===== src/rtl/mfr_pkg.sv =====
package mfr_pkg;
    localparam int STAT_W    = 32;
    localparam int TYPE_LSB  = 2;
    localparam int TYPE_W    = 3;
    localparam int BIT_OVF   = 0;
    localparam int BIT_VALID = 1;
    localparam int BIT_SUPER = 5;
    localparam int BIT_EXEC  = 6;
    localparam int BIT_WRITE = 7;
    localparam int BIT_ALT   = 16;
    localparam logic [TYPE_W-1:0] TYPE_BUS     = 3'd5;
    localparam logic [TYPE_W-1:0] TYPE_KEEP_HI = 3'd4;

    typedef enum logic {
        TRAP_DATA = 1'b0,
        TRAP_CODE = 1'b1
    } trap_kind_e;
endpackage


===== src/rtl/mfr_status_next.sv =====
module mfr_status_next
    import mfr_pkg::*;
#(
    parameter int AW = 36
) (
    input  logic [STAT_W-1:0] held_stat,
    input  logic [AW-1:0]     held_addr,
    input  logic              ev_write,
    input  logic              ev_exec,
    input  logic              ev_alt,
    input  logic              ev_super,
    input  logic [AW-1:0]     ev_addr,
    output logic [STAT_W-1:0] new_stat,
    output logic [AW-1:0]     new_addr
);
    logic [TYPE_W-1:0] old_type;
    logic              replace;

    assign old_type = held_stat[TYPE_LSB +: TYPE_W];
    assign replace  = (old_type == '0) || (old_type > TYPE_KEEP_HI);

    always_comb begin
        new_stat = held_stat;
        new_addr = held_addr;
        if (replace) begin
            new_stat                      = '0;
            new_stat[BIT_ALT]             = ev_alt;
            new_stat[BIT_SUPER]           = ev_super;
            new_stat[BIT_EXEC]            = ev_exec;
            new_stat[BIT_WRITE]           = ev_write;
            new_stat[TYPE_LSB +: TYPE_W]  = TYPE_BUS;
            new_stat[BIT_VALID]           = 1'b1;
            if (!ev_exec) begin
                new_addr = ev_addr;
            end
        end
        if (new_stat[TYPE_LSB +: TYPE_W] == old_type) begin
            new_stat[BIT_OVF] = 1'b1;
        end
    end
endmodule


===== src/rtl/mfr_trap_ctl.sv =====
module mfr_trap_ctl
    import mfr_pkg::*;
(
    input  logic       fire,
    input  logic       ev_exec,
    input  logic       en,
    input  logic       nofault,
    output logic       trap,
    output trap_kind_e kind,
    output logic       flush
);
    always_comb begin
        trap  = fire && en && !nofault;
        kind  = ev_exec ? TRAP_CODE : TRAP_DATA;
        flush = fire && nofault;
    end
endmodule


===== src/rtl/mmu_fault_recorder.sv =====
module mmu_fault_recorder
    import mfr_pkg::*;
#(
    parameter int                AW         = 36,
    parameter logic [STAT_W-1:0] STAT_WMASK = 32'h0003_FFFF
) (
    input  logic              clk,
    input  logic              rst_n,
    input  logic              flt_valid,
    input  logic              flt_write,
    input  logic              flt_exec,
    input  logic              flt_alt,
    input  logic              flt_super,
    input  logic [AW-1:0]     flt_addr,
    input  logic              ctl_enable,
    input  logic              ctl_nofault,
    input  logic              sw_clr,
    input  logic              sw_wr,
    input  logic [STAT_W-1:0] sw_wdata,
    output logic [STAT_W-1:0] stat_q,
    output logic [AW-1:0]     addr_q,
    output logic              trap_req,
    output logic              trap_kind,
    output logic              flush_req
);
    typedef struct packed {
        logic [STAT_W-1:0] stat;
        logic [AW-1:0]     addr;
        logic              trap;
        trap_kind_e        kind;
        logic              flush;
    } state_t;

    state_t            st_d, st_q;
    logic [STAT_W-1:0] upd_stat;
    logic [AW-1:0]     upd_addr;
    logic              tc_trap, tc_flush;
    trap_kind_e        tc_kind;

    mfr_status_next #(.AW(AW)) u_next (
        .held_stat (st_q.stat),
        .held_addr (st_q.addr),
        .ev_write  (flt_write),
        .ev_exec   (flt_exec),
        .ev_alt    (flt_alt),
        .ev_super  (flt_super),
        .ev_addr   (flt_addr),
        .new_stat  (upd_stat),
        .new_addr  (upd_addr)
    );

    mfr_trap_ctl u_trap (
        .fire    (flt_valid),
        .ev_exec (flt_exec),
        .en      (ctl_enable),
        .nofault (ctl_nofault),
        .trap    (tc_trap),
        .kind    (tc_kind),
        .flush   (tc_flush)
    );

    always_comb begin
        st_d       = st_q;
        st_d.trap  = 1'b0;
        st_d.flush = 1'b0;
        if (flt_valid) begin
            st_d.stat  = upd_stat;
            st_d.addr  = upd_addr;
            st_d.trap  = tc_trap;
            st_d.kind  = tc_kind;
            st_d.flush = tc_flush;
        end else if (sw_wr) begin
            st_d.stat = sw_wdata & STAT_WMASK;
        end else if (sw_clr) begin
            st_d.stat = '0;
        end
    end

    always_ff @(posedge clk) begin
        if (!rst_n) begin
            st_q <= '{stat: '0, addr: '0, trap: 1'b0, kind: TRAP_DATA, flush: 1'b0};
        end else begin
            st_q <= st_d;
        end
    end

    assign stat_q    = st_q.stat;
    assign addr_q    = st_q.addr;
    assign trap_req  = st_q.trap;
    assign trap_kind = st_q.kind;
    assign flush_req = st_q.flush;
endmodule


===== config.mk =====
export PLATFORM = sky130hd
export DESIGN_NAME = mmu_fault_recorder
export DESIGN_NICKNAME = d
export VERILOG_FILES = /design/src/rtl/mfr_pkg.sv /design/src/rtl/mfr_status_next.sv /design/src/rtl/mfr_trap_ctl.sv /design/src/rtl/mmu_fault_recorder.sv
export SDC_FILE = /design/constraint.sdc
export NUM_CORES = 1
export LEC_CHECK = 0
export BUFFER_PORTS_ARGS = -buffer_cell sky130_fd_sc_hd__buf_4
export CAP_MARGIN = 20
export CORE_ASPECT_RATIO = 1.4
export CORE_MARGIN = 1.5
export CORE_UTILIZATION = 43
export DETAILED_ROUTE_END_ITERATION = 8
export PLACE_DENSITY = 0.88
export SYNTH_ARGS = -nofsm -noshare
export SYNTH_HDL_FRONTEND = slang
export SYNTH_SLANG_ARGS = --single-unit

===== constraint.sdc =====
create_clock -name clk -period 2 [get_ports clk]
set_input_delay 0 -clock clk [delete_from_list [all_inputs] [get_ports clk]]
set_output_delay 0 -clock clk [all_outputs]
set_load 0.01 [all_outputs]

Word-level counts from Yosys, hierarchy flattened
Cells that the tools add are included.
{"block": "word_totals", "wordCells": 29, "regBits": 71, "in_bits": 79, "out_inout_bits": 71}
{"block": "classes", "bitwise_logic": 1, "magnitude_cmp": 1, "n_reduce_logical": 11, "n_mux": 6, "eq_ne": 3}
{"cell": "32-bit 2-to-1 mux", "n": 4}
{"cell": "2-bit AND reduction", "n": 3}
{"cell": "3-bit equality test", "n": 1}
{"cell": "3-bit greater-than comparator, second input constant", "n": 1}
{"cell": "1-bit logical AND", "n": 3}
{"cell": "3-bit logical NOT", "n": 1}
{"cell": "3-bit by 1-bit inequality test with 1-bit output, second input constant", "n": 1}
{"cell": "3-bit AND reduction", "n": 1}
{"cell": "3-bit nonzero test", "n": 1}
{"cell": "1-bit 2-to-1 mux", "n": 2}
{"cell": "2-bit by 1-bit inequality test with 1-bit output, second input constant", "n": 1}
{"cell": "1-bit logical NOT", "n": 1}
{"cell": "1-bit logical OR", "n": 1}
{"cell": "1-bit inverter", "n": 1}

Depth between registers and ports, before layout
Gate-level depths: netlist (run 1).
{"block": "logic_depth", "ltp_word": 6, "depth_mapped": 7, "ltp_nobuf": 6}

Cells and area by module
A second synthesis (run 1) with hierarchy kept.
{"block": "hier_totals", "hier_cells": 350, "hier_area_um2": 3703.6}
{"module": "mmu_fault_recorder", "seq_area_each_um2": 1421.4, "cells_per_inst": 264, "area_per_inst_um2": 2829.0, "instances": 1}
{"module": "mfr_status_next", "seq_area_each_um2": 0.0, "cells_per_inst": 83, "area_per_inst_um2": 850.8, "instances": 1}
{"module": "mfr_trap_ctl", "seq_area_each_um2": 0.0, "cells_per_inst": 3, "area_per_inst_um2": 23.8, "instances": 1}

Least setup slack after synthesis (run 1)
Ideal clock, no wire load.
{"block": "synth_path", "path_kind": "register to register", "start": "reg st_q (netlist bit stat_q[2])", "end": "reg st_q (netlist bit stat_q[0])", "path_buffers": 0, "synth_period_minus_slack_ns": 1.800, "stages_incl_launch_ff": 6, "path_slack_ns": 0.200, "setup_ns": 0.122, "arrival_time_ns": 1.679, "cell_sequence": "dfxtp_1 -> or2_2 -> ha_1 -> and3b_1 -> or2_0 -> o311a_1"}
{"block": "synth_between", "elab_chain_cells": 6, "word_cells_on_any_way": 9}
{"item": "start: declaration", "line": "mmu_fault_recorder.sv:34", "source": "state_t st_d, st_q;"}
{"item": "start signal: assignment", "line": "mmu_fault_recorder.sv:81", "source": "st_q <= '{stat: '0, addr: '0, trap: 1'b0, kind: TRAP_DATA, flush: 1'b0};"}
{"item": "start signal: assignment", "line": "mmu_fault_recorder.sv:83", "source": "st_q <= st_d;"}
{"item": "3-bit greater-than comparator or 3-bit logical NOT (tied branches)", "line": "mfr_status_next.sv:20", "source": "assign replace = (old_type == '0) || (old_type > TYPE_KEEP_HI);"}
{"item": "1-bit logical OR", "line": "mfr_status_next.sv:20"}
{"item": "32-bit 2-to-1 mux", "line": "mfr_status_next.sv:25", "source": "if (replace) begin"}
{"item": "3-bit equality test", "line": "mfr_status_next.sv:37", "source": "if (new_stat[TYPE_LSB +: TYPE_W] == old_type) begin"}
{"item": "3-bit by 1-bit inequality test with 1-bit output (no source line) or 1-bit 2-to-1 mux (tied branches)"}
{"item": "2-bit AND reduction (no source line) or 32-bit 2-to-1 mux (tied branches)"}
Parallel ways exist; a longest one is shown, timed or not. The select of a mux whose other input is x is not followed.
A chain may end at the register's enable or synchronous reset.

Worst setup path after layout (run 1)
Ends and elaborated chain as after synthesis.

==> results.md, run 1 <==
* Share of the synthesized netlist area taken by xor and xnor gates at 0%
* Maximum buffer depth of the clock tree at 2
* Period minus WS final at 1.88 ns
* Cells on Worst Hold Path at 3
* Final design instance area without fill at 3970 um2
* Gates resized, CTS repair at 0
* Result of the run: complete, no violations
* Effective utilization at floorplan at between 40% and 50%
* Flop and latch count out of synthesis at 57
* Met2 GRT Util at about 43%
* Worst hold-check path type: in -> reg
* Number of nets in the layout at ~530
* DIE HEIGHT at ~90 um
* Pin count of the biggest net entering global routing at 58
* Number of standard cells in the final layout excluding fillers at roughly 520
* Reg2reg end: stat_q[0]$_SDFFE_PN0P_
* Primary flip-flop cell chosen by synthesis mapping: sky130_fd_sc_hd__dfxtp_1
* Number of CTS-inserted buffers at 9
* Actual transition at the worst max-transition pin at between 0.7 and 0.8 ns
* IO Count at 150
* PwrDens at approximately 690 nW/um2
* Clock sink count at 57
* Routed length per instance at 13.4 um
* Total DRC errors in the routed layout at 0
* Switching power summed over all nets at between 700 and 800 uW
* Share of total power consumed by net switching at 26.1%
* Relative contribution of the clock network to total power at 34.4%
* Vias after detailed routing at roughly 2.5k
* Compound-cell area share of the yosys netlist at approximately 22%
* Worst R2R Start: stat_q[2]$_SDFFE_PN0P_
* Fraction of the cycle the final worst path needs at 94.0%
* Relative contribution of combinational cells to total power at about a fifth
* Root cell of the clock tree: sky130_fd_sc_hd__clkbuf_8
* Cell type with the highest aggregate area in the netlist: sky130_fd_sc_hd__dfxtp_1
* Count of routing violations after the opening detailed-route iteration at 71
* Final setup TNS at 0 ns
* Setup repair after global routing missed its margin: false
* Cell breakdown of the critical path: or2_2, ha_1, and3b_1, or2_0, o311a_1
* Total wire length after detailed routing at ~7 mm
* Global route hottest layer: met2
* Maximum fanout along the worst path at 6
* Worst relative slew slack at 52.4%
* Final worst hold slack at 0.00929 ns
* Final setup fails at 0
* Number of enable-type register cells in the synthesized netlist at 0
* Element type at the critical path end: flip-flop
* Final core area utilization at around 72%
* Arrival time at the worst endpoint at 2.10 ns
* Count of nets left with antenna violations after detail routing at 0
* Fraction of synthesized area in multiplexers at less than 1%
* TritonCTS clock tree: done
* Internal power at 2.03 mW
* Worst Setup Path Type: reg -> reg
* Top cell type's share of synthesized area at 47.1%
* Synth cell count leaders: 86 x sky130_fd_sc_hd__nand2_1, 57 x sky130_fd_sc_hd__dfxtp_1, 43 x sky130_fd_sc_hd__a21boi_0
* Sink of the worst hold path: stat_q[16]$_SDFFE_PN0P_
* Simple logic cell fraction of the synthesized area at between 10% and 20%
* Delay of the slowest cell on the worst path at between 0.3 and 0.4 ns
* Worst VDD drop at about 790 uV
* Met1 usage in global routing at a little under a quarter
* Kind of launch point of the worst setup path: flip-flop
* Instance area at placement at between 3000 and 4000 um2
* Startpoint of the tightest hold check path: flt_alt
* Sequential fraction of the synthesis area at a little under half
* Cell row count at 32
* CP bufs+invs at 0
* Floorplan Core Area at around 5500 um2
* Die Area at slightly above 6000 um2
* Number of cells traversed by the worst register-to-register path at 5
* Via count of the first global-routing pass at 2470
* Number of library cell types mapped by synthesis at 37
* Pins Over Slew Limit at 0
* Worst Skew at 0.00952 ns
* Worst path top cell family by delay: simple AND/OR/NAND/NOR gates
* Most instantiated library cell after synthesis: sky130_fd_sc_hd__nand2_1
* Max H-tree Level at 3
* Adder-cell share of the synthesized area at between 1 and 1.5%
* Worst setup slack after placement at around 0.13 ns
* Reg-to-reg setup timing slack at 0.12 ns
* Mean number of vias per cell at about 4.7
* Flop pwr share at a little under half
* Area added between synthesis and finish at 64.0%
* Count of yosys warnings during synthesis at 0
* Syn avg cell area at ~8.7 um2
* Inserted Diodes at 0
* Clock latency of the later-clocked register in the worst-skew pair at about 0.33 ns
* Dominant combinational cell family by area after synthesis: compound AO/OA/AOI/OAI gates
* First-pass detailed-route iteration total at 6
* Max Clock Freq at 532 MHz
* Fraction of final layout cells sized beyond drive strength 1 at approximately 32%
* Fin worst setup slack at 0.121 ns
* Global placement routability congestion at 0.752
* Gate Count Post-Synth at 280
* Antenna violations before repair at 0
* Buffers added on ports at between 100 and 150
* Placed wire-length estimate after detailed placement at 4.30 mm
* Placed cell count at 455
* Remaining global-route overflow at 0
* Met3 capacity usage during global routing at around 4.9%
* Die Span X at around 66 um
* GR Util All Layers at between 20% and 30%
* First-pass GRT wire length at approximately 11 mm
* Number of maximum-capacitance violations at 0
* Clock input transition at the sequential cells of the worst setup and hold paths at 0.07 ns
* Async S/R FF share, synth at 0%
* Cell Area, Synth at 2420 um2
* Power consumption at about 2.7 mW
* Fill count at between 300 and 400
* Fin. Hold Viols at 0
* Critical-path top delay cell: sky130_fd_sc_hd__ha_1
* Required time at the worst-slack endpoint at ~2.2 ns
* Leakage power of the design at 1.81 nW
* Leading cell types by total area after synthesis: sky130_fd_sc_hd__dfxtp_1 47%, sky130_fd_sc_hd__a21boi_0 13%, sky130_fd_sc_hd__nand2_1 13%, sky130_fd_sc_hd__buf_4 5.6%, sky130_fd_sc_hd__o21ai_0 3.3%
## what timing repair did
item	CTS	global route
setup buffers	0	0
hold buffers	50	0
endpoints found under the hold margin	50	0
## worst reg2reg max path, cell delays in order (launching register included)
cell                      delay (ns)
sky130_fd_sc_hd__dfxtp_1        0.33
sky130_fd_sc_hd__or2_2          0.31
sky130_fd_sc_hd__ha_1           0.39
sky130_fd_sc_hd__and3b_1        0.22
sky130_fd_sc_hd__or2_0          0.21
sky130_fd_sc_hd__o311a_1        0.32
## state kept, by name (all words and copies together), names as in the netlist
name / flops
addr_q: 36
flush_req: 1
trap_kind: 1
stat_q: 18
trap_req: 1
## layer usage
metal	share of wire, %	vias to the layer above	wire length (um)
met5	0	-	0
met4	3.8	0	264
met3	5.2	22	365
met2	54	96	3760
met1	37	1127	2590
li1	-	1228	-
## worst max path at each step
stage                                   to  cells after the start              startpoint
floorplan           stat_q[0]$_SDFFE_PN0P_                      5  stat_q[2]$_SDFFE_PN0P_
global placement    stat_q[0]$_SDFFE_PN0P_                      5  stat_q[2]$_SDFFE_PN0P_
detailed placement  stat_q[0]$_SDFFE_PN0P_                      5  stat_q[2]$_SDFFE_PN0P_
CTS                 stat_q[0]$_SDFFE_PN0P_                      5  stat_q[2]$_SDFFE_PN0P_
global route        stat_q[6]$_SDFFE_PN0P_                      5  stat_q[2]$_SDFFE_PN0P_
finish              stat_q[0]$_SDFFE_PN0P_                      5  stat_q[2]$_SDFFE_PN0P_
## power groups by stage
stage	combinational (mW)	sequential (mW)	clock, mW
6_report	0.560	1.24	0.942
5_1_grt	0.609	1.25	1.00
4_1_cts	0.553	1.24	0.967
3_5_place_dp	0.473	1.26	0
3_3_place_gp	0.463	1.26	0
2_1_floorplan	0.221	1.29	0
## layout by cell type (no fill, tap or decap), types with 8 or more instances in the layout
| cell type | n |
|---|---|
| sky130_fd_sc_hd__buf_4 | 125 |
| sky130_fd_sc_hd__conb_1 | 14 |
| sky130_fd_sc_hd__a21boi_0 | 43 |
| sky130_fd_sc_hd__inv_1 | 8 |
| sky130_fd_sc_hd__clkbuf_8 | 11 |
| sky130_fd_sc_hd__dlygate4sd3_1 | 50 |
| sky130_fd_sc_hd__o21ai_0 | 16 |
| sky130_fd_sc_hd__nand2_1 | 86 |
| sky130_fd_sc_hd__dfxtp_1 | 57 |
## kinds of logic (layout without fill, tap and decap cells)
logic type / count (synthesis) / after routing
and+or+nand+nor: 103 / 103
adders and majority gates: 2 / 2
other: 1 / 14
AOI/OAI and AO/OA: 76 / 76
buffers and inverters: 40 / 200
muxes: 1 / 1
DFF: 57 / 57
## cell type report
class / instances / area, um2 / area share [%]
timing repair buffer: 176 / 1460 / 36.7
tap: 68 / 85.1 / 2.14
multi-input combinational: 196 / 1080 / 27.3
inverter: 8 / 30.0 / 0.756
sequential: 57 / 1140 / 28.7
clock inverter: 3 / 15.0 / 0.378
clock buffer: 13 / 159 / 4.00
Power figures use the tool's default switching activity.
==> run 2, diff against run 1 <==
--- a/config.mk
+++ b/config.mk
@@ -9,9 +9,10 @@
 export CAP_MARGIN = 20
 export CORE_ASPECT_RATIO = 1.4
 export CORE_MARGIN = 1.5
-export CORE_UTILIZATION = 43
+export CORE_UTILIZATION = 44
+export CTS_BUF_LIST = sky130_fd_sc_hd__clkbuf_4
 export DETAILED_ROUTE_END_ITERATION = 8
-export PLACE_DENSITY = 0.88
+export PLACE_DENSITY = 0.9
 export SYNTH_ARGS = -nofsm -noshare
 export SYNTH_HDL_FRONTEND = slang
 export SYNTH_SLANG_ARGS = --single-unit
==> results.md, run 2 (synthesis results as in run 1) <==
* Cell row count at 31 (was 32)
* Switching power summed over all nets at 703 uW (was 715 uW)
* Vias after detailed routing at 2552 (was 2473)
* Clock latency of the later-clocked register in the worst-skew pair at 0.38 ns (was 0.33 ns)
* Setup repair after global routing missed its margin: false (unchanged)
* Worst VDD drop at 690 uV (was 786 uV)
* Buffers added on ports at 121 (unchanged)
* PwrDens at 649 nW/um2 (was 690 nW/um2)
* Fraction of the cycle the final worst path needs at 96.3% (was 94.0%)
* Worst Skew at 0.0123 ns (was 0.00952 ns)
* Flop pwr share at 47.0% (was 45.2%)
* Leakage power of the design at 1.85 nW (was 1.81 nW)
* Worst relative slew slack at 66.4% (was 52.4%)
* Number of standard cells in the final layout excluding fillers at 531 (was 521)
* Routed length per instance at 14.7 um (was 13.4 um)
* Placed cell count at 453 (was 455)
* Count of routing violations after the opening detailed-route iteration at 106 (was 71)
* Remaining global-route overflow at 0 (unchanged)
* Most used cells in the layout excluding fill and tap cells: 124 x sky130_fd_sc_hd__buf_4, 86 x sky130_fd_sc_hd__nand2_1, 62 x sky130_fd_sc_hd__dlygate4sd3_1 (was 125 x sky130_fd_sc_hd__buf_4, 86 x sky130_fd_sc_hd__nand2_1, 57 x sky130_fd_sc_hd__dfxtp_1)
* First-pass detailed-route iteration total at 4 (was 6)
* Total wire length after detailed routing at 7.80 mm (was 6.98 mm)
* Final setup TNS at 0 ns (unchanged)
* Worst setup slack after placement at 0.115 ns (was 0.126 ns)
* Maximum buffer depth of the clock tree at 2 (unchanged)
* Clock input transition at the sequential cells of the worst setup and hold paths at 0.10 ns (was 0.07 ns)
* Area added between synthesis and finish at 67.5% (was 64.0%)
* Fin. Hold Viols at 0 (unchanged)
* Share of total power consumed by net switching at 26.7% (was 26.1%)
* Number of nets in the layout at 541 (was 529)
* Max H-tree Level at 3 (unchanged)
* Number of buffers inserted by post-CTS setup repair at 0 (unchanged)
* Max reg flops at 36 (unchanged)
* Relative contribution of combinational cells to total power at 22.5% (was 20.4%)
* Fraction of final layout cells sized beyond drive strength 1 at 31.4% (was 32.5%)
* DIE HEIGHT at 90.8 um (was 91.8 um)
* Reg2reg end: stat_q[0]$_SDFFE_PN0P_ (unchanged)
* Most frequent standard cell in the layout excluding fill and tap cells: sky130_fd_sc_hd__buf_4 (unchanged)
* Via count of the first global-routing pass at 2667 (was 2470)
* Worst Setup Path Type: reg -> reg (unchanged)
* Final setup fails at 0 (unchanged)
* Number of maximum-capacitance violations at 0 (unchanged)
* Relative contribution of the clock network to total power at 30.4% (was 34.4%)
* Pin count of the biggest net entering global routing at 58 (unchanged)
* Inserted Diodes at 0 (unchanged)
* Count of nets left with antenna violations after detail routing at 0 (unchanged)
* Fin worst setup slack at 0.0745 ns (was 0.121 ns)
* Mean number of vias per cell at 4.81 (was 4.75)
* Effective utilization at floorplan at 46.3% (was 44.2%)
* IO Count at 150 (unchanged)
* Total DRC errors in the routed layout at 0 (unchanged)
* Global placement routability congestion at 0.788 (was 0.752)
* GR Util All Layers at 26.6% (was 23.4%)
* Arrival time at the worst endpoint at 2.19 ns (was 2.10 ns)
* Cells on Worst Hold Path at 3 (unchanged)
* Actual transition at the worst max-transition pin at 0.502 ns (was 0.712 ns)
* Placed wire-length estimate after detailed placement at 4.45 mm (was 4.30 mm)
* Delay of the slowest cell on the worst path at 0.39 ns (about the same)
* Antenna violations before repair at 0 (unchanged)
* Period minus WS final at 1.93 ns (was 1.88 ns)
* Die Span X at 65.7 um (was 66.4 um)
* Instance area at placement at 3310 um2 (was 3300 um2)
* Critical-path top delay cell: sky130_fd_sc_hd__ha_1 (unchanged)
* Number of CTS-inserted buffers at 9 (unchanged)
* First-pass GRT wire length at 12.2 mm (was 10.8 mm)
* Startpoint of the tightest hold check path: flt_write (was flt_alt)
* Max Clock Freq at 519 MHz (was 532 MHz)
* Die Area at 5970 um2 (was 6100 um2)
* Element type at the critical path end: flip-flop (unchanged)
* Number of cells traversed by the worst register-to-register path at 5 (unchanged)
* Clock sink count at 57 (unchanged)
* Kind of launch point of the worst setup path: flip-flop (unchanged)
* Required time at the worst-slack endpoint at 2.27 ns (was 2.22 ns)
* Cell breakdown of the critical path: or2_2, ha_1, and3b_1, or2_0, o311a_1 (unchanged)
* Pins Over Slew Limit at 0 (unchanged)
* Worst R2R Start: stat_q[2]$_SDFFE_PN0P_ (unchanged)
* Root cell of the clock tree: sky130_fd_sc_hd__clkbuf_4 (was sky130_fd_sc_hd__clkbuf_8)
* Internal power at 1.93 mW (was 2.03 mW)
* Result of the run: complete, no violations (unchanged)
* Sink of the worst hold path: stat_q[7]$_SDFFE_PN0P_ (was stat_q[16]$_SDFFE_PN0P_)
* Worst hold-check path type: in -> reg (unchanged)
* Maximum fanout along the worst path at 6 (unchanged)
* Final design instance area without fill at 4060 um2 (was 3970 um2)
* Floorplan Core Area at 5240 um2 (was 5490 um2)
* TritonCTS clock tree: done (unchanged)
* Reg-to-reg setup timing slack at 0.07 ns (was 0.12 ns)
run 2: power by group through the flow:
| stage | Sequential, mW | Clock (mW) | Combinational [mW] |
|---|---|---|---|
| final | 1.24 | 0.801 | 0.593 |
| after global routing | 1.25 | 0.865 | 0.640 |
| after CTS | 1.24 | 0.809 | 0.581 |
| after detailed placement | 1.26 | 0 | 0.480 |
| after global placement | 1.26 | 0 | 0.468 |
| after floorplan | 1.29 | 0 | 0.221 |
run 2: worst max path at each step:
stage | start | endpoint | cells after the start
CTS | stat_q[2]$_SDFFE_PN0P_ | stat_q[0]$_SDFFE_PN0P_ | 5
global route | stat_q[2]$_SDFFE_PN0P_ | addr_q[1]$_SDFFE_PN0P_ | 6
detailed placement | stat_q[2]$_SDFFE_PN0P_ | stat_q[0]$_SDFFE_PN0P_ | 5
floorplan | stat_q[2]$_SDFFE_PN0P_ | stat_q[0]$_SDFFE_PN0P_ | 5
global placement | stat_q[2]$_SDFFE_PN0P_ | stat_q[0]$_SDFFE_PN0P_ | 5
finish | stat_q[2]$_SDFFE_PN0P_ | stat_q[0]$_SDFFE_PN0P_ | 5
run 2: final cells by class:
class | count | area (um2)
Clock buffer | 11 | 82.6
Fill cell | 349 | 1180
Multi-Input combinational cell | 196 | 1080
Tap cell | 66 | 82.6
Inverter | 8 | 30.0
Timing Repair Buffer | 188 | 1590
Clock inverter | 5 | 46.3
Sequential cell | 57 | 1140
run 2: through the flow:
stage / power, mW / util (%) / hold slack, ns
global placement: 1.73 / 63.2 / 0.257
CTS: 2.63 / 77.5 / 0.00595
floorplan: 1.51 / - / 0.139
global route: 2.75 / 77.5 / 0.0122
finish: 2.63 / 77.5 / 0.0117
detailed placement: 1.74 / 63.2 / 0.263
run 2: worst max-delay path, delay by kind of cell, from the launching register on:
kind	cells	cell delay, ns
fa+ha+maj	1	0.39
simple gates	3	0.75
flops	1	0.34
compound gates	1	0.33
run 2: metal layers:
metal / vias to the layer above / share of wire [%] / track usage [%]
met3: 20 / 7.3 / 8.35
met2: 115 / 54 / 49.5
li1: 1258 / - / -
met1: 1159 / 36 / 25.2
met5: - / 0 / 0
met4: 0 / 3.0 / 12.3
run 2: timing repair:
action | 4_1_cts | 5_1_grt
hold endpoints to repair | 56 | 0
setup endpoints to repair | 0 | 1
resized for setup | 0 | 1
hold buffers | 62 | 0
